[config.mk]
export PLATFORM = sky130hd
export DESIGN_NAME = refresh_scheduler
export DESIGN_NICKNAME = d
export VERILOG_FILES = /design/src/rtl/rfs_pkg.sv /design/src/rtl/rfs_interval.sv /design/src/rtl/rfs_owed.sv /design/src/rtl/rfs_fsm.sv /design/src/rtl/refresh_scheduler.sv
export SDC_FILE = /design/constraint.sdc
export NUM_CORES = 1
export LEC_CHECK = 0
export ABC_CLOCK_PERIOD_IN_PS = 7200
export BUFFER_PORTS_ARGS = -buffer_cell sky130_fd_sc_hd__buf_2
export CORE_MARGIN = 1
export CORE_UTILIZATION = 45
export CTS_BUF_LIST = sky130_fd_sc_hd__clkbuf_4 sky130_fd_sc_hd__clkbuf_8
export CTS_CLUSTER_DIAMETER = 40
export DETAILED_ROUTE_END_ITERATION = 12
export GPL_TIMING_DRIVEN = 0
export SLEW_MARGIN = 20
export SYNTH_ARGS = -nofsm -noshare
export SYNTH_HDL_FRONTEND = slang
export SYNTH_HIERARCHICAL = 1
export SYNTH_SLANG_ARGS = --single-unit
[constraint.sdc]
create_clock -name clk -period 7.2 [get_ports clk]
set_input_delay 1.08 -clock clk [delete_from_list [all_inputs] [get_ports clk]]
set_output_delay 1.08 -clock clk [all_outputs]
set_load 0.005 [all_outputs]
[src/rtl/rfs_pkg.sv]
`timescale 1ns/1ps
package rfs_pkg;

    typedef struct packed {
        logic cs_n;
        logic ras_n;
        logic cas_n;
        logic we_n;
    } dram_cmd_t;

    localparam dram_cmd_t CMD_DESEL = '{cs_n: 1'b1, ras_n: 1'b1, cas_n: 1'b1, we_n: 1'b1};
    localparam dram_cmd_t CMD_PRECH = '{cs_n: 1'b0, ras_n: 1'b0, cas_n: 1'b1, we_n: 1'b0};
    localparam dram_cmd_t CMD_AREF  = '{cs_n: 1'b0, ras_n: 1'b0, cas_n: 1'b0, we_n: 1'b1};

    typedef enum logic [2:0] {
        ST_IDLE,
        ST_ASK,
        ST_CLOSE,
        ST_CLOSE_WAIT,
        ST_REFRESH,
        ST_RECOVER
    } rfs_state_t;

    function automatic int ceil_cycles(longint unsigned ps, longint unsigned clk_ps);
        return int'((ps + clk_ps - 1) / clk_ps);
    endfunction

    function automatic int interval_cycles(longint unsigned window_ps,
                                           longint unsigned rows,
                                           longint unsigned clk_ps);
        return int'(window_ps / rows / clk_ps);
    endfunction

    function automatic int at_least_two(int v);
        return (v < 2) ? 2 : v;
    endfunction

    function automatic int max_int(int a, int b);
        return (a > b) ? a : b;
    endfunction

endpackage

[src/rtl/rfs_interval.sv]
`timescale 1ns/1ps
module rfs_interval #(
    parameter int PERIOD = 976
) (
    input  logic clk,
    input  logic rst,
    output logic tick
);
    localparam int CW = (PERIOD > 1) ? $clog2(PERIOD) : 1;
    localparam logic [CW-1:0] LAST = CW'(PERIOD - 1);

    logic [CW-1:0] cnt;

    assign tick = (cnt == LAST);

    always_ff @(posedge clk) begin
        if (rst || tick) cnt <= '0;
        else             cnt <= cnt + 1'b1;
    end


    timer_advance_chk: assert property (@(posedge clk) disable iff (rst)
        !tick |=> (cnt == $past(cnt) + 1'b1));

endmodule

[src/rtl/rfs_owed.sv]
`timescale 1ns/1ps
module rfs_owed #(
    parameter int MAX_OWED = 8
) (
    input  logic clk,
    input  logic rst,
    input  logic add,
    input  logic take,
    output logic owed_nz
);
    localparam int OW = $clog2(MAX_OWED + 1);
    localparam logic [OW-1:0] CAP = OW'(MAX_OWED);

    logic [OW-1:0] owed;

    assign owed_nz = (owed != '0);

    always_ff @(posedge clk) begin
        if (rst) begin
            owed <= '0;
        end else begin
            unique case ({add, take})
                2'b10:   owed <= (owed == CAP) ? owed : owed + 1'b1;
                2'b01:   owed <= owed - 1'b1;
                default: owed <= owed;
            endcase
        end
    end


    owed_cap_chk: assert property (@(posedge clk) disable iff (rst)
        owed <= CAP);


    no_underflow_chk: assert property (@(posedge clk) disable iff (rst)
        take |-> owed_nz);

endmodule

[src/rtl/rfs_fsm.sv]
`timescale 1ns/1ps
module rfs_fsm
    import rfs_pkg::*;
#(
    parameter int BANKS    = 4,
    parameter int TRP_CYC  = 3,
    parameter int TRFC_CYC = 10
) (
    input  logic             clk,
    input  logic             rst,
    input  logic             owed_nz,
    input  logic             gnt,
    input  logic [BANKS-1:0] bank_open,
    output logic             req,
    output dram_cmd_t        cmd,
    output logic             a10,
    output logic             issue
);
    localparam int WW = $clog2(max_int(TRP_CYC, TRFC_CYC));
    localparam logic [WW-1:0] TRP_LOAD  = WW'(TRP_CYC - 2);
    localparam logic [WW-1:0] TRFC_LOAD = WW'(TRFC_CYC - 2);

    rfs_state_t st, st_n;
    logic [WW-1:0] wcnt, wcnt_n;

    always_comb begin
        st_n   = st;
        wcnt_n = wcnt;
        unique case (st)
            ST_IDLE: if (owed_nz) st_n = ST_ASK;
            ST_ASK: begin
                if (gnt) st_n = (|bank_open) ? ST_CLOSE : ST_REFRESH;
            end
            ST_CLOSE: begin
                st_n   = ST_CLOSE_WAIT;
                wcnt_n = TRP_LOAD;
            end
            ST_CLOSE_WAIT: begin
                if (wcnt == '0) st_n = ST_REFRESH;
                else            wcnt_n = wcnt - 1'b1;
            end
            ST_REFRESH: begin
                st_n   = ST_RECOVER;
                wcnt_n = TRFC_LOAD;
            end
            ST_RECOVER: begin
                if (wcnt == '0) st_n = (owed_nz && gnt) ? ST_REFRESH : ST_IDLE;
                else            wcnt_n = wcnt - 1'b1;
            end
            default: st_n = ST_IDLE;
        endcase
    end

    always_ff @(posedge clk) begin
        if (rst) begin
            st   <= ST_IDLE;
            wcnt <= '0;
        end else begin
            st   <= st_n;
            wcnt <= wcnt_n;
        end
    end

    assign req   = (st != ST_IDLE);
    assign a10   = (st == ST_CLOSE);
    assign issue = (st == ST_REFRESH);

    always_comb begin
        unique case (st)
            ST_CLOSE:   cmd = CMD_PRECH;
            ST_REFRESH: cmd = CMD_AREF;
            default:    cmd = CMD_DESEL;
        endcase
    end


    cmd_needs_gnt_chk: assert property (@(posedge clk) disable iff (rst)
        (cmd != CMD_DESEL) |-> gnt);


    no_cmd_after_ref_chk: assert property (@(posedge clk) disable iff (rst)
        (cmd == CMD_AREF) |=> (cmd == CMD_DESEL));


    req_release_chk: assert property (@(posedge clk) disable iff (rst)
        $fell(req) |-> ($past(st) == ST_RECOVER));


    close_then_ref_chk: assert property (@(posedge clk) disable iff (rst)
        (cmd == CMD_PRECH) |=> (cmd == CMD_DESEL && req));

endmodule

[src/rtl/refresh_scheduler.sv]
`timescale 1ns/1ps
module refresh_scheduler
    import rfs_pkg::*;
#(
    parameter longint unsigned CLK_PS    = 64'd8000,
    parameter longint unsigned ROWS      = 64'd8192,
    parameter longint unsigned WINDOW_PS = 64'd64_000_000_000,
    parameter longint unsigned TRFC_PS   = 64'd75000,
    parameter longint unsigned TRP_PS    = 64'd20000,
    parameter int              MAX_OWED  = 8,
    parameter int              BANKS     = 4
) (
    input  logic             clk,
    input  logic             rst,
    input  logic [BANKS-1:0] bank_open,
    input  logic             ref_gnt,
    output logic             ref_req,
    output logic             dram_cs_n,
    output logic             dram_ras_n,
    output logic             dram_cas_n,
    output logic             dram_we_n,
    output logic             dram_a10
);
    localparam int INTERVAL_CYC = interval_cycles(WINDOW_PS, ROWS, CLK_PS);
    localparam int TRFC_CYC     = at_least_two(ceil_cycles(TRFC_PS, CLK_PS));
    localparam int TRP_CYC      = at_least_two(ceil_cycles(TRP_PS, CLK_PS));

    logic      tick;
    logic      owed_nz;
    logic      issue;
    dram_cmd_t cmd;

    rfs_interval #(.PERIOD(INTERVAL_CYC)) u_interval (
        .clk  (clk),
        .rst  (rst),
        .tick (tick)
    );

    rfs_owed #(.MAX_OWED(MAX_OWED)) u_owed (
        .clk     (clk),
        .rst     (rst),
        .add     (tick),
        .take    (issue),
        .owed_nz (owed_nz)
    );

    rfs_fsm #(.BANKS(BANKS), .TRP_CYC(TRP_CYC), .TRFC_CYC(TRFC_CYC)) u_fsm (
        .clk       (clk),
        .rst       (rst),
        .owed_nz   (owed_nz),
        .gnt       (ref_gnt),
        .bank_open (bank_open),
        .req       (ref_req),
        .cmd       (cmd),
        .a10       (dram_a10),
        .issue     (issue)
    );

    assign dram_cs_n  = cmd.cs_n;
    assign dram_ras_n = cmd.ras_n;
    assign dram_cas_n = cmd.cas_n;
    assign dram_we_n  = cmd.we_n;

endmodule

==> impl_metrics.env <==
export IMPL_grt_pass1_wl_um=3780
export IMPL_hold_buffers=0
export IMPL_rows=18
export IMPL_crit_top_cell="buf_2"
export IMPL_place_gp_congestion=0.736
export IMPL_outcome="complete, no violations"
export IMPL_p_leak_nw=0.466
export IMPL_place_hpwl_um=1640
export IMPL_cts_buffers=3
export IMPL_finalSetupViolCount=0
export IMPL_ir_drop_v=0.000133
export IMPL_grt_pass1_vias=938
export IMPL_ys_types=41
export IMPL_antenna_cells=0
export IMPL_max_cap_violations=0
export IMPL_synth_ff_type="dfxtp_1"
export IMPL_share_comb_of_total_power_pct=5.5
export IMPL_syn_nets=154
export IMPL_synthTopCellsByArea="dfxtp_1 35%, nor2_1 5.0%, ha_1 4.2%"
export IMPL_timing_hold_ws_ns=0.475
export IMPL_dr_pass1_iters=4
export IMPL_ioPinCount=13
export IMPL_cts_setup_buffers=0
export IMPL_place_area_um2=1300
export IMPL_async_reset_ff_share_pct=0
export IMPL_drtIter0Drc=20
export IMPL_fin_setup_tns_ns=0
export IMPL_drive_gt1_share_pct=17.6
export IMPL_pwr_share_clk_pct=30.6
export IMPL_swShare_pct=24.1
export IMPL_slew_limit_headroom_pct=59.9
export IMPL_cp_slowest_stage_delay_ns=0.51
export IMPL_via_per_inst=5.50
export IMPL_synth_edf_count=0
export IMPL_fin_nets=171
export IMPL_initial_core_util_pct=48.1
export IMPL_synth_seq_area_share_pct=35.0
export IMPL_rsz0062_at_grt="false"
export IMPL_die_w_um=53.7
export IMPL_wl_per_cell_um=12.0
export IMPL_syn_area_per_cell_um2=8.41
export IMPL_syn_area_um2=1200
export IMPL_crit_slowest_cell="xnor2_1"
export IMPL_worstPathRequired_ns=6.12
export IMPL_grt_use_total_pct=18.0
export IMPL_cts_buffer_depth=2
export IMPL_min_period_ns=2.78
export IMPL_power_density_nw_per_um2=144
export IMPL_htreeDepth=1
export IMPL_synth_largest_area_cell="dfxtp_1"
export IMPL_route_vias_total=1039
export IMPL_cp_top_family="XOR/XNOR gates"
export IMPL_hold_viol=0
export IMPL_startpoint="u_fsm/st[1]"
export IMPL_cts_tree="yes"
export IMPL_tightestPinTransition_ns=0.598
export IMPL_path_class="flip-flop to primary output"
export IMPL_ctsResizeCount=0
export IMPL_worstSkewPairLatency_ns=0.31
export IMPL_ant_nets=0
export IMPL_crit_path_cell_trace="buf_2, xnor2_1, or2_2, buf_4, buf_2"
export IMPL_synth_most_common_cell="dfxtp_1"
export IMPL_ys_warn_count=6
export IMPL_cp_end_kind="primary output"
export IMPL_fmax_mhz=359
export IMPL_clkTransAtPathRegs_ns=0.12
export IMPL_synth_top_area_share_pct=35.0
export IMPL_drt_total_wl_um=2270
export IMPL_antenna_found_initial=0
export IMPL_hold_class="flip-flop to flip-flop"
export IMPL_fin_skew_ns=0.00722
export IMPL_die_h_um=53.7
export IMPL_fin_area_um2=1330
export IMPL_slew_violations=0
export IMPL_grt_remaining_overflow=0
export IMPL_start_kind="flip-flop"
export IMPL_path_buf_inv=3
export IMPL_io_buffers=12
export IMPL_clock_sinks=21
export IMPL_syn_inst=143
export IMPL_dieArea_um2=2880
export IMPL_min_delay_start="u_interval/cnt[0]"
export IMPL_grt_max_degree=13
export IMPL_p_sw_uw=46.0
export IMPL_ys_seq_elements=21
export IMPL_syn_to_final_growth_pct=10.4
export IMPL_p_seq_share_pct=63.9
export IMPL_p_int_uw=145
export IMPL_remaining_drc_errors=0
export IMPL_cp_max_fo=9
export IMPL_cts_root_buffer="clkbuf_4"
export IMPL_fp_coreArea_um2=2500
export IMPL_yosys_top_cells_count="21 x dfxtp_1, 16 x nor2_1, 10 x nand2_1"
export IMPL_reg2reg_from="u_interval/cnt[0]"
export IMPL_min_period_over_period_pct=38.7
export IMPL_cp_arrival_ns=1.70
power groups by stage:
stage	clock, mW	sequential (mW)	combinational (mW)
final	0.0584	0.122	0.0105
after global routing	0.0635	0.123	0.0124
after CTS	0.0626	0.122	0.0106
after detailed placement	0	0.125	0.0107
after global placement	0	0.125	0.0104
after floorplan	0	0.124	0.00699
area by class of cell:
| type | count | area, um^2 |
|---|---|---|
| Clock inverter | 1 | 5.00 |
| Fill cell | 240 | 1170 |
| Multi-Input combinational cell | 112 | 739 |
| Buffer | 4 | 20.0 |
| Clock buffer | 3 | 22.5 |
| Inverter | 6 | 22.5 |
| Sequential cell | 21 | 420 |
| Timing Repair Buffer | 12 | 60.1 |
| Tap cell | 30 | 37.5 |
sequential cells by signal, indices dropped and copies added (netlist names):
| name | count |
|---|---|
| u_fsm/st | 3 |
| u_fsm/wcnt | 4 |
| u_interval/cnt | 10 |
| u_owed/owed | 4 |
cell usage in the layout, fill, tap and decap left out, types with 2 or more instances in the layout:
cell      synthesis  layout
a211oi_1          4       4
a21oi_1           8       8
a31oi_1           6       6
buf_2             1      13
clkbuf_1          2       2
clkbuf_4          0       3
dfxtp_1          21      21
ha_1              4       4
inv_1             6       6
mux2_2            2       2
nand2_1          10      10
nand2b_1          4       4
nand3_1           6       6
nand3_2           2       2
nor2_1           16      16
nor2b_1           6       6
nor3_1            4       4
nor4_1            2       2
nor4b_1           2       2
o21ai_0           7       7
or2_2             2       2
or3_1             2       2
or4b_4            2       2
xnor2_1           4       4
xor2_1            3       3
worst reg2reg max path, cell delays in order, from the launching register on:
cell      delay, ns
dfxtp_1        0.39
ha_1           0.24
nand3_2        0.10
or4b_4         0.54
nor2_1         0.24
nand2b_1       0.19
xnor2_1        0.08
ha_1           0.20
nor4b_1        0.26
a31oi_1        0.10
mux2_1         0.32
per-stage QoR:
step,setup slack [ns],instances,power (mW),utilization (%)
after floorplan,4.72,143,0.131,-
after global placement,4.52,185,0.135,52.0
after detailed placement,4.48,185,0.135,52.0
after CTS,4.39,189,0.196,53.1
after global routing,4.25,189,0.199,53.1
final,4.42,189,0.191,53.1
cell families (layout without fill, tap and decap cells):
kind of cell	count (synthesis)	after routing	share of synthesized area, %
adders and majority gates	4	4	4.16
xor gates and xnor gates	7	7	5.10
buffers and inverters	10	26	3.54
AOI/OAI and AO/OA	31	31	16.8
muxes	3	3	2.81
DFF	21	21	35.0
and+or+nand+nor	67	67	32.7
final timing paths:
| check | cells after the start | slack [ns] | to |
|---|---|---|---|
| worst max-delay path | 5 | 4.42 | dram_cs_n |
| worst min-delay path | 1 | 0.48 | u_interval/cnt[0] |
| worst max register to register | 10 | 4.43 | u_owed/owed[2] |
| worst min register to register | 1 | 0.48 | u_interval/cnt[0] |
routing by layer:
layer  GRT usage, %  vias up  part of all wire, %
met5              0        -                    0
met2           31.5       20                   47
met3           5.93        2                  4.2
li1               -      546                    -
met1           20.9      471                   48
met4           3.95        0                 0.53
No activity file was read; power rests on OpenSTA's default activity.
